File: src/rtl/conv_bus_pkg.sv
package conv_bus_pkg;
  localparam int WORD_W = 16;
  localparam logic [1:0] TEST_SEL = 2'b01;
  localparam logic [WORD_W-1:0] TEST_DEFAULT = 16'h4002;

  typedef enum logic {DEST_CTRL = 1'b0, DEST_TEST = 1'b1} dest_e;

  function automatic dest_e dest_of(input logic [WORD_W-1:0] w);
    return (w[WORD_W-1 -: 2] == TEST_SEL) ? DEST_TEST : DEST_CTRL;
  endfunction
endpackage

File: src/rtl/conv_bus_sync.sv
module conv_bus_sync #(
  parameter int W = 1,
  parameter int STAGES = 2,
  parameter logic [W-1:0] RST_VAL = '0
) (
  input  logic         clk_i,
  input  logic         rst_ni,
  input  logic [W-1:0] d_i,
  output logic [W-1:0] q_o
);
  logic [STAGES-1:0][W-1:0] chain_q;

  generate
    for (genvar s = 0; s < STAGES; s++) begin : g_stage
      always_ff @(posedge clk_i or negedge rst_ni) begin
        if (!rst_ni) chain_q[s] <= RST_VAL;
        else if (s == 0) chain_q[s] <= d_i;
        else chain_q[s] <= chain_q[(s > 0) ? s-1 : 0];
      end
    end
  endgenerate

  assign q_o = chain_q[STAGES-1];
endmodule

File: src/rtl/conv_bus_read.sv
module conv_bus_read
  import conv_bus_pkg::*;
#(
  parameter int RES_W = 12,
  parameter int BUS_W = 12,
  parameter int BYTE_W = 8,
  parameter int RELEASE_CYC = 2
) (
  input  logic             clk_i,
  input  logic             rst_ni,
  input  logic             rd_act_i,
  input  logic             hb_sel_i,
  input  logic [RES_W-1:0] res_i,
  input  logic             res_vld_i,
  input  logic             busy_i,
  output logic [BUS_W-1:0] bus_o,
  output logic [BUS_W-1:0] oe_o,
  output logic             busy_o
);
  localparam int CNT_W = $clog2(RELEASE_CYC + 1);
  localparam int BUSY_LAG = 3;

  logic [RES_W-1:0]    pend_q, res_q;
  logic [BUSY_LAG-1:0] bdly_q;
  logic                busy_fall;
  logic [WORD_W-1:0]   word;
  logic [BUS_W-1:0]    bus_d, oe_mask;
  logic [CNT_W-1:0]    rel_cnt_q;
  logic                drive_q, hb_q;
  logic [BUS_W-1:0]    bus_q;

  assign busy_fall = bdly_q[0] & ~busy_i;
  assign word = {{(WORD_W-RES_W){1'b0}}, res_q};

  always_ff @(posedge clk_i or negedge rst_ni) begin
    if (!rst_ni) begin
      pend_q <= '0;
      res_q  <= '0;
      bdly_q <= '0;
    end else begin
      bdly_q <= {bdly_q[BUSY_LAG-2:0], busy_i};
      if (res_vld_i) pend_q <= res_i;
      if (busy_fall) res_q <= res_vld_i ? res_i : pend_q;
    end
  end

  always_comb begin
    if (hb_sel_i) begin
      bus_d   = {{(BUS_W-BYTE_W){1'b0}}, word[WORD_W-1 -: BYTE_W]};
      oe_mask = {{(BUS_W-BYTE_W){1'b0}}, {BYTE_W{1'b1}}};
    end else begin
      bus_d   = {{(BUS_W-RES_W){1'b0}}, res_q};
      oe_mask = {BUS_W{1'b1}};
    end
  end

  always_ff @(posedge clk_i or negedge rst_ni) begin
    if (!rst_ni) begin
      drive_q   <= 1'b0;
      rel_cnt_q <= '0;
      bus_q     <= '0;
      hb_q      <= 1'b0;
    end else begin
      bus_q <= bus_d;
      hb_q  <= hb_sel_i;
      if (rd_act_i) begin
        drive_q   <= 1'b1;
        rel_cnt_q <= CNT_W'(RELEASE_CYC);
      end else if (rel_cnt_q != '0) begin
        rel_cnt_q <= rel_cnt_q - 1'b1;
      end else begin
        drive_q <= 1'b0;
      end
    end
  end

  assign bus_o  = drive_q ? (bus_q & (hb_q ? {{(BUS_W-BYTE_W){1'b0}}, {BYTE_W{1'b1}}} : {BUS_W{1'b1}})) : '0;
  assign oe_o   = drive_q ? (hb_q ? {{(BUS_W-BYTE_W){1'b0}}, {BYTE_W{1'b1}}} : {BUS_W{1'b1}}) : '0;
  assign busy_o = bdly_q[BUSY_LAG-1];

  AST_RELEASE_AFTER_STROBE: assert property (@(posedge clk_i) disable iff (!rst_ni)
    $fell(drive_q) |-> $past(!rd_act_i));
  AST_HI_UPPER_QUIET: assert property (@(posedge clk_i) disable iff (!rst_ni)
    hb_q |-> (oe_o[BUS_W-1:BYTE_W] == '0));
  AST_RES_ON_BUSY_FALL: assert property (@(posedge clk_i) disable iff (!rst_ni)
    !$stable(res_q) |-> $past(busy_fall));
  AST_DATA_BEFORE_BUSY: assert property (@(posedge clk_i) disable iff (!rst_ni)
    $fell(busy_o) |-> $stable(res_q));
endmodule

File: src/rtl/conv_bus_write.sv
module conv_bus_write
  import conv_bus_pkg::*;
#(
  parameter int BYTE_W = 8
) (
  input  logic              clk_i,
  input  logic              rst_ni,
  input  logic              wr_act_i,
  input  logic              hb_sel_i,
  input  logic [BYTE_W-1:0] byte_i,
  output logic [WORD_W-1:0] ctrl_o,
  output logic [WORD_W-1:0] test_o
);
  logic              wr_q, hb_q, wr_end;
  logic [BYTE_W-1:0] byte_q, lo_hold_q;
  logic [WORD_W-1:0] ctrl_q, test_q, word;

  assign wr_end = wr_q & ~wr_act_i;
  assign word   = {byte_q, lo_hold_q};

  always_ff @(posedge clk_i or negedge rst_ni) begin
    if (!rst_ni) begin
      wr_q      <= 1'b0;
      hb_q      <= 1'b0;
      byte_q    <= '0;
      lo_hold_q <= '0;
      ctrl_q    <= '0;
      test_q    <= TEST_DEFAULT;
    end else begin
      wr_q <= wr_act_i;
      if (wr_act_i) begin
        hb_q   <= hb_sel_i;
        byte_q <= byte_i;
      end
      if (wr_end) begin
        if (!hb_q) lo_hold_q <= byte_q;
        else if (dest_of(word) == DEST_TEST) test_q <= word;
        else ctrl_q <= word;
      end
    end
  end

  assign ctrl_o = ctrl_q;
  assign test_o = test_q;

  AST_CTRL_ON_WR_END: assert property (@(posedge clk_i) disable iff (!rst_ni)
    !$stable(ctrl_q) |-> $past(wr_end));
  AST_TEST_ON_WR_END: assert property (@(posedge clk_i) disable iff (!rst_ni)
    !$stable(test_q) |-> $past(wr_end));
  AST_ONE_DEST: assert property (@(posedge clk_i) disable iff (!rst_ni)
    $onehot0({!$stable(ctrl_q), !$stable(test_q)}));
  AST_LOW_HALF_NO_COMMIT: assert property (@(posedge clk_i) disable iff (!rst_ni)
    (wr_end && !hb_q) |=> ($stable(ctrl_q) && $stable(test_q)));
endmodule

File: src/rtl/conv_bus_target.sv
module conv_bus_target
  import conv_bus_pkg::*;
#(
  parameter int RES_W = 12,
  parameter int BUS_W = 12,
  parameter int BYTE_W = 8,
  parameter int SYNC_STAGES = 2,
  parameter int RELEASE_CYC = 2
) (
  input  logic              clk_i,
  input  logic              rst_ni,
  input  logic              cs_ni,
  input  logic              rd_ni,
  input  logic              wr_ni,
  input  logic              hb_sel_i,
  input  logic [BYTE_W-1:0] data_i,
  output logic [BUS_W-1:0]  data_o,
  output logic [BUS_W-1:0]  data_oe_o,
  input  logic [RES_W-1:0]  res_i,
  input  logic              res_vld_i,
  input  logic              busy_i,
  output logic              busy_o,
  output logic [WORD_W-1:0] ctrl_o,
  output logic [WORD_W-1:0] test_o
);
  localparam int DATA_SW = BYTE_W + 1;

  logic [2:0]         strb_s;
  logic [DATA_SW-1:0] dat_s;
  logic               rd_act, wr_act;

  conv_bus_sync #(.W(3), .STAGES(SYNC_STAGES), .RST_VAL(3'b111)) u_sync_strb (
    .clk_i, .rst_ni, .d_i({cs_ni, rd_ni, wr_ni}), .q_o(strb_s)
  );

  conv_bus_sync #(.W(DATA_SW), .STAGES(SYNC_STAGES), .RST_VAL('0)) u_sync_data (
    .clk_i, .rst_ni, .d_i({hb_sel_i, data_i}), .q_o(dat_s)
  );

  assign rd_act = ~strb_s[2] & ~strb_s[1];
  assign wr_act = ~strb_s[2] & ~strb_s[0];

  conv_bus_read #(
    .RES_W(RES_W), .BUS_W(BUS_W), .BYTE_W(BYTE_W), .RELEASE_CYC(RELEASE_CYC)
  ) u_read (
    .clk_i, .rst_ni,
    .rd_act_i (rd_act),
    .hb_sel_i (dat_s[BYTE_W]),
    .res_i, .res_vld_i, .busy_i,
    .bus_o    (data_o),
    .oe_o     (data_oe_o),
    .busy_o
  );

  conv_bus_write #(.BYTE_W(BYTE_W)) u_write (
    .clk_i, .rst_ni,
    .wr_act_i (wr_act),
    .hb_sel_i (dat_s[BYTE_W]),
    .byte_i   (dat_s[BYTE_W-1:0]),
    .ctrl_o, .test_o
  );

  AST_NO_DRIVE_IN_RESET: assert property (@(posedge clk_i)
    !rst_ni |=> (data_oe_o == '0) || rst_ni);
endmodule

File: config.mk
export PLATFORM = sky130hd
export DESIGN_NAME = conv_bus_target
export DESIGN_NICKNAME = d
export VERILOG_FILES = /design/src/rtl/conv_bus_pkg.sv /design/src/rtl/conv_bus_sync.sv /design/src/rtl/conv_bus_read.sv /design/src/rtl/conv_bus_write.sv /design/src/rtl/conv_bus_target.sv
export SDC_FILE = /design/constraint.sdc
export NUM_CORES = 1
export LEC_CHECK = 0
export BUFFER_PORTS_ARGS = -buffer_cell sky130_fd_sc_hd__clkbuf_2
export CAP_MARGIN = 40
export CORE_ASPECT_RATIO = 0.5
export CORE_MARGIN = 1.5
export CORE_UTILIZATION = 54
export CTS_BUF_LIST = sky130_fd_sc_hd__clkbuf_16
export DETAILED_ROUTE_END_ITERATION = 16
export HOLD_SLACK_MARGIN = 0.02
export PLACE_DENSITY_LB_ADDON = 0.08
export SETUP_SLACK_MARGIN = 0.4
export SKIP_LAST_GASP = 1
export SYNTH_ARGS = -nofsm -noshare
export SYNTH_HDL_FRONTEND = slang
export SYNTH_SLANG_ARGS = --single-unit
File: constraint.sdc
create_clock -name clk_i -period 2.2 [get_ports clk_i]
set_clock_uncertainty 0.1 [all_clocks]
set_input_delay 0.11 -clock clk_i [delete_from_list [all_inputs] [get_ports clk_i]]
set_output_delay 0.11 -clock clk_i [all_outputs]
set_load 0.1 [all_outputs]
Word-level counts from Yosys, hierarchy flattened
Index checks and enable logic that the tools add are counted.
{ "totals": {"memories": 0, "romBits": 0, "out_inout_bits": 57, "ramBits": 0, "elab_cells": 47, "input_bits": 28, "latchBits": 0, "ff_bits": 117} }
{ "classes": {"n_eq_ne": 2, "shifts": 0, "n_bitwise": 12, "reduce_logical": 5, "n_mux": 10, "n_mul": 0, "n_addsub": 1, "div": 0, "n_lt_le_gt_ge": 0} }
{ "op_table": {"columns": ["op", "count"], "rows": [
  ["2-to-1 mux 12 bit", 5],
  ["bitwise AND 12 bit", 1],
  ["inverter 1 bit", 7],
  ["AND reduction 3 bit", 2],
  ["bitwise AND 1 bit", 4],
  ["2-to-1 mux 2 bit", 2],
  ["nonzero test 2 bit", 2],
  ["2-to-1 mux 1 bit", 3],
  ["equality test 2 x 1 -> 1 bit (second input constant)", 1],
  ["!= test 2 bit (second input constant)", 1],
  ["AND reduction 2 bit", 1],
  ["subtractor 2 x 1 -> 2 bit (second input constant)", 1]
]} }

Longest topological paths before layout
{ "depth": {"ltp_word": 5, "depth_mapped": 4, "depth_no_buf": 4} }

Cells and area by module
A second synthesis with hierarchy kept.
{ "unflattened": {"cells_unflattened": 264, "hier_area_um2": 4351.7} }
{ "by_module_without_submodules": {"columns": ["module", "cells_each", "instances", "seq_area_each_um2", "area_each_um2"], "rows": [
  ["conv_bus_write", 110, 1, 1253.7, 1879.3],
  ["conv_bus_read", 116, 1, 1076.0, 1766.7],
  ["conv_bus_sync at u_sync_data", 27, 1, 450.4, 518.0],
  ["conv_bus_sync at u_sync_strb", 9, 1, 157.7, 180.2],
  ["conv_bus_target", 2, 1, 0.0, 7.5]
]} }

Least setup slack after synthesis
Ideal clock, no wire load.
{ "synth_timing": {"path_kind": "register to output", "from": "register u_read.drive_q", "to": "output port data_o[10]", "arrival_time_ns": 2.948, "path_stages_with_launch": 4, "slack_ns": -0.958, "n_path_buf": 0, "t_required_ns": 1.990, "path_cell_list": "dfrtp_1 > inv_1 > nor2_1 > and2_1"} }
{ "synth_via": {"elab_chain_len": 1} }
{ "synth_lines": {"columns": ["item", "line_no", "source"], "rows": [
  ["start: declaration", "conv_bus_read.sv:29", "logic drive_q, hb_q;"],
  ["start signal: assignment", "conv_bus_read.sv:59", "drive_q <= 1'b0;"],
  ["start signal: assignment", "conv_bus_read.sv:67", "drive_q <= 1'b1;"],
  ["start signal: assignment", "conv_bus_read.sv:72", "drive_q <= 1'b0;"],
  ["2-to-1 mux 12 bit", "conv_bus_read.sv:77", "assign bus_o = drive_q ? (bus_q & (hb_q ? {{(BUS_W-BYTE_W){1'b0}}, {BYTE_W{1'b1}}} : {BUS_W{1'b1}})) : '0;"],
  ["end: declaration", "conv_bus_target.sv:17", "output logic [BUS_W-1:0] data_o,"]
]} }
Every way passes these cells.

Final worst setup path
{ "layout_timing": {"from": "register u_sync_strb.chain_q, in the netlist u_sync_strb.q_o[2]", "to": "register u_write.test_q[13], in the netlist u_write.test_o[13]"} }
{ "layout_via": {"elab_chain_len": 5} }
{ "layout_lines": {"columns": ["item", "line_no", "source"], "rows": [
  ["start: declaration", "conv_bus_sync.sv:11", "logic [STAGES-1:0][W-1:0] chain_q;"],
  ["start signal: indexed assignment", "conv_bus_sync.sv:17", "else if (s == 0) chain_q[s] <= d_i;"],
  ["start signal: indexed assignment", "conv_bus_sync.sv:18", "else chain_q[s] <= chain_q[(s > 0) ? s-1 : 0];"],
  ["inverter 1 bit", "conv_bus_target.sv:41", "assign wr_act = ~strb_s[2] & ~strb_s[0];"],
  ["bitwise AND 1 bit", "conv_bus_target.sv:41", null],
  ["inverter 1 bit", "conv_bus_write.sv:18", "assign wr_end = wr_q & ~wr_act_i;"],
  ["bitwise AND 1 bit", "conv_bus_write.sv:18", null],
  ["AND reduction 3 bit (no source line)", null, null],
  ["end signal: assignment", "conv_bus_write.sv:37", "else if (dest_of(word) == DEST_TEST) test_q <= word;"],
  ["end: declaration", "conv_bus_write.sv:16", "logic [WORD_W-1:0] ctrl_q, test_q, word;"]
]} }
Every way passes these cells.
A chain may end at the register's enable or synchronous reset.

==> results.json <==
{
  "outcome": "complete, no violations",
  "drive_gt1_frac": 0.566,
  "grt.total_usage": 0.218,
  "cts-root-buf": "clkbuf_16",
  "ys_warn_count": 0,
  "regToRegStartpoint": "u_sync_strb.q_o[2]",
  "ys_seq_area_frac": 0.705,
  "num_io_pins": 85,
  "synth_compound_area_frac": 0.00991,
  "startpoint": "u_sync_strb.q_o[2]",
  "synth_top_area_frac": 0.655,
  "vias_per_cell": 4.86,
  "relSlewSlack": 0.577,
  "gr-total-overflow": 0,
  "max_stage_delay_ns": 0.56,
  "cts_tree": "built",
  "gp_congestion": 0.713,
  "start_util": 0.563,
  "synth.distinct_cells": 24,
  "synth_xor_area_frac": 0.00210,
  "io_buffers": 84,
  "critical-path-slowest-cell": "dfstp_2",
  "synth_mux_area_frac": 0.200,
  "cp_max_fo": 15,
  "path_class": "reg -> reg",
  "fin_crit_sh": 0.789,
  "grt_setup_unrepaired": "false",
  "clock.fmax_ghz": 0.576,
  "synth-adder-area-share": 0.00300,
  "detail_route.drc_violations": 0,
  "clk_pin_slew_ns": 0.06,
  "setup-tns-final_ns": 0,
  "arrival_ns": 1.93,
  "routed-via-count": 2339,
  "wire_per_inst_um": 16.3,
  "synth_seq_cells": 117,
  "die_w_um": 127,
  "first_iter_violations": 67,
  "htree_levels": 4,
  "fin_nets": 401,
  "hpwl_um": 4750,
  "ant_nets": 0,
  "core_um2": 7400,
  "setup_viol": 0,
  "avgSynthCellArea_um2": 16.7,
  "crit_family": "flip-flops",
  "startpoint_type": "flop",
  "grt_pass1_wl_um": 13000,
  "cp_cell_sequence": "o211ai_2 > nor3b_4 > buf_6 > mux2_2",
  "die-area_um2": 8280,
  "synth_cells": 250,
  "rows": 22,
  "synth_area_um2": 4170,
  "cts_buffers": 17,
  "synth.largest_area_cell": "dfrtp_1",
  "antenna_found_initial": 0,
  "routed_wl_um": 7820,
  "clockBufferDepth": 2,
  "hp-class": "in -> reg",
  "worstPathRequired_ns": 2.39,
  "clock_latency_ns": 0.41,
  "die_h_um": 65.1,
  "report.final.slew_viol_count": 0,
  "fin_crit_ns": 1.73,
  "synthTopCellsByArea": "dfrtp_1 (65%), mux2_2 (20%), dfstp_2 (5.0%)",
  "first_pass_iters": 4,
  "syn-num-nets": 279,
  "cts_setup_buffers": 0,
  "grt_max_degree": 52,
  "min_from": "res_vld_i",
  "antenna_cells": 0,
  "hold_viol": 0,
  "cp_num_buf_inv": 1,
  "clock_sinks": 117,
  "first_global_vias": 2579,
  "max-cap-violations": 0,
  "cp-end-kind": "flop",
  "syn_to_final_growth_pct": 35.7,
  "worst_slew_pin_slew_ns": 0.635,
  "synth_top_family_by_area": "multiplexers",
  "synth-simple-area-share": 0.0475
}
==> routing by layer <==
metal  global-route usage  vias to the layer above  part of all wire
li1                     -                     1084                 -
met1                0.266                     1184              0.45
met2                0.348                       60              0.49
met3               0.0953                       11             0.054
met4               0.0852                        0            0.0098
met5                    0                        -                 0
==> per-stage QoR <==
step	std cells	hold slack (ns)	utilization	instance area, um^2	worst slack [ns]
after floorplan	250	-0.286	-	4180	0.432
after global placement	421	-0.0909	0.632	4680	0.502
after detailed placement	421	-0.0908	0.632	4680	0.447
after CTS	481	0.167	0.763	5650	0.431
after global routing	481	0.204	0.763	5650	0.402
final	481	0.179	0.763	5650	0.465
==> worst paths after layout <==
path                                        end  slack, ns  depth (start not counted)
hold reg to reg              u_sync_data.q_o[6]       0.24                          0
min in group asynchronous     u_write.test_o[8]       0.56                          3
setup / recovery             u_write.test_o[13]       0.47                          4
setup reg to reg             u_write.test_o[13]       0.47                          4
hold / removal                 u_read.pend_q[5]       0.18                          2
max in group asynchronous  u_write.lo_hold_q[5]       0.55                          4
==> layout make-up <==
cell class / instances / area (um^2)
repair buffers: 120 / 810
flip-flops and latches: 117 / 2940
inverters: 4 / 15.0
clock inverters: 15 / 230
multi-input cells: 112 / 1110
well taps: 96 / 120
fillers: 460 / 1750
clock buffers: 17 / 425
==> cells in the mapped netlist, drive strengths merged <==
| cell | instances |
|---|---|
| nor2b | 9 |
| nand2 | 1 |
| inv | 4 |
| dfstp | 8 |
| o22ai | 1 |
| nand2b | 1 |
| a211o | 1 |
| nor3b | 2 |
| dfrtp | 109 |
| buf | 16 |
| and2 | 12 |
| ha | 1 |
| o21ai | 1 |
| nor2 | 5 |
| xor2 | 1 |
| o211ai | 1 |
| mux2 | 74 |
| clkbuf | 1 |
| or2 | 1 |
| a21oi | 1 |
==> logic make-up after synthesis <==
group / after synthesis
AO/OA/AOI/OAI: 5
XOR/XNOR: 1
adder cells (fa/ha/maj): 1
buffers and inverters: 21
flip-flops: 117
multiplexers: 74
AND/OR/NAND/NOR: 31
==> cells in the final DEF (no fill, tap or decap) <==
cell             n
o21ai_0          1
a21oi_2          1
nand2_1          1
o211ai_2         1
inv_6            1
clkbuf_2        69
clkinv_4         5
nor3b_4          1
dfrtp_1        108
nand2b_1         1
clkinv_2         1
dfstp_2          8
buf_6            1
or2_2            1
nor2_1           4
inv_2            1
ha_1             1
a211o_1          1
o22ai_1          1
nor2_4           1
dfrtp_2          1
buf_12           1
xor2_1           1
clkinvlp_4       3
nor2b_1          9
dlygate4sd3_1   28
inv_1            3
and2_1           8
mux2_2          74
clkbuf_4        10
clkbuf_16       17
bufinv_16        5
buf_4            9
and2_4           4
buf_2            2
nor3b_2          1
==> worst reg2reg max path, stage by stage, from the launching register on <==
cell and delay [ns]:
dfstp_2 0.56, o211ai_2 0.14, nor3b_4 0.24, buf_6 0.22, mux2_2 0.36
==> sequential cells by signal, indices dropped and copies added, names as in the netlist, 3 cells and up <==
register / flops
u_write.ctrl_o: 16
u_write.test_o: 16
u_read.bus_q: 12
u_read.pend_q: 12
u_read.res_q: 12
u_sync_data.chain_q: 9
u_sync_data.q_o: 9
u_write.byte_q: 8
u_write.lo_hold_q: 8
u_read.bdly_q: 3
u_sync_strb.chain_q: 3
u_sync_strb.q_o: 3
==> timing repair <==
action,4_1_cts,5_1_grt
gates cloned,0,0
setup endpoints to repair,12,18
hold buffers,28,0
resized for setup,12,5
endpoints found under the hold margin,146,0
Power is not shown: default switching activity piles up to over one toggle a cycle in this logic, so the estimate is an artifact.
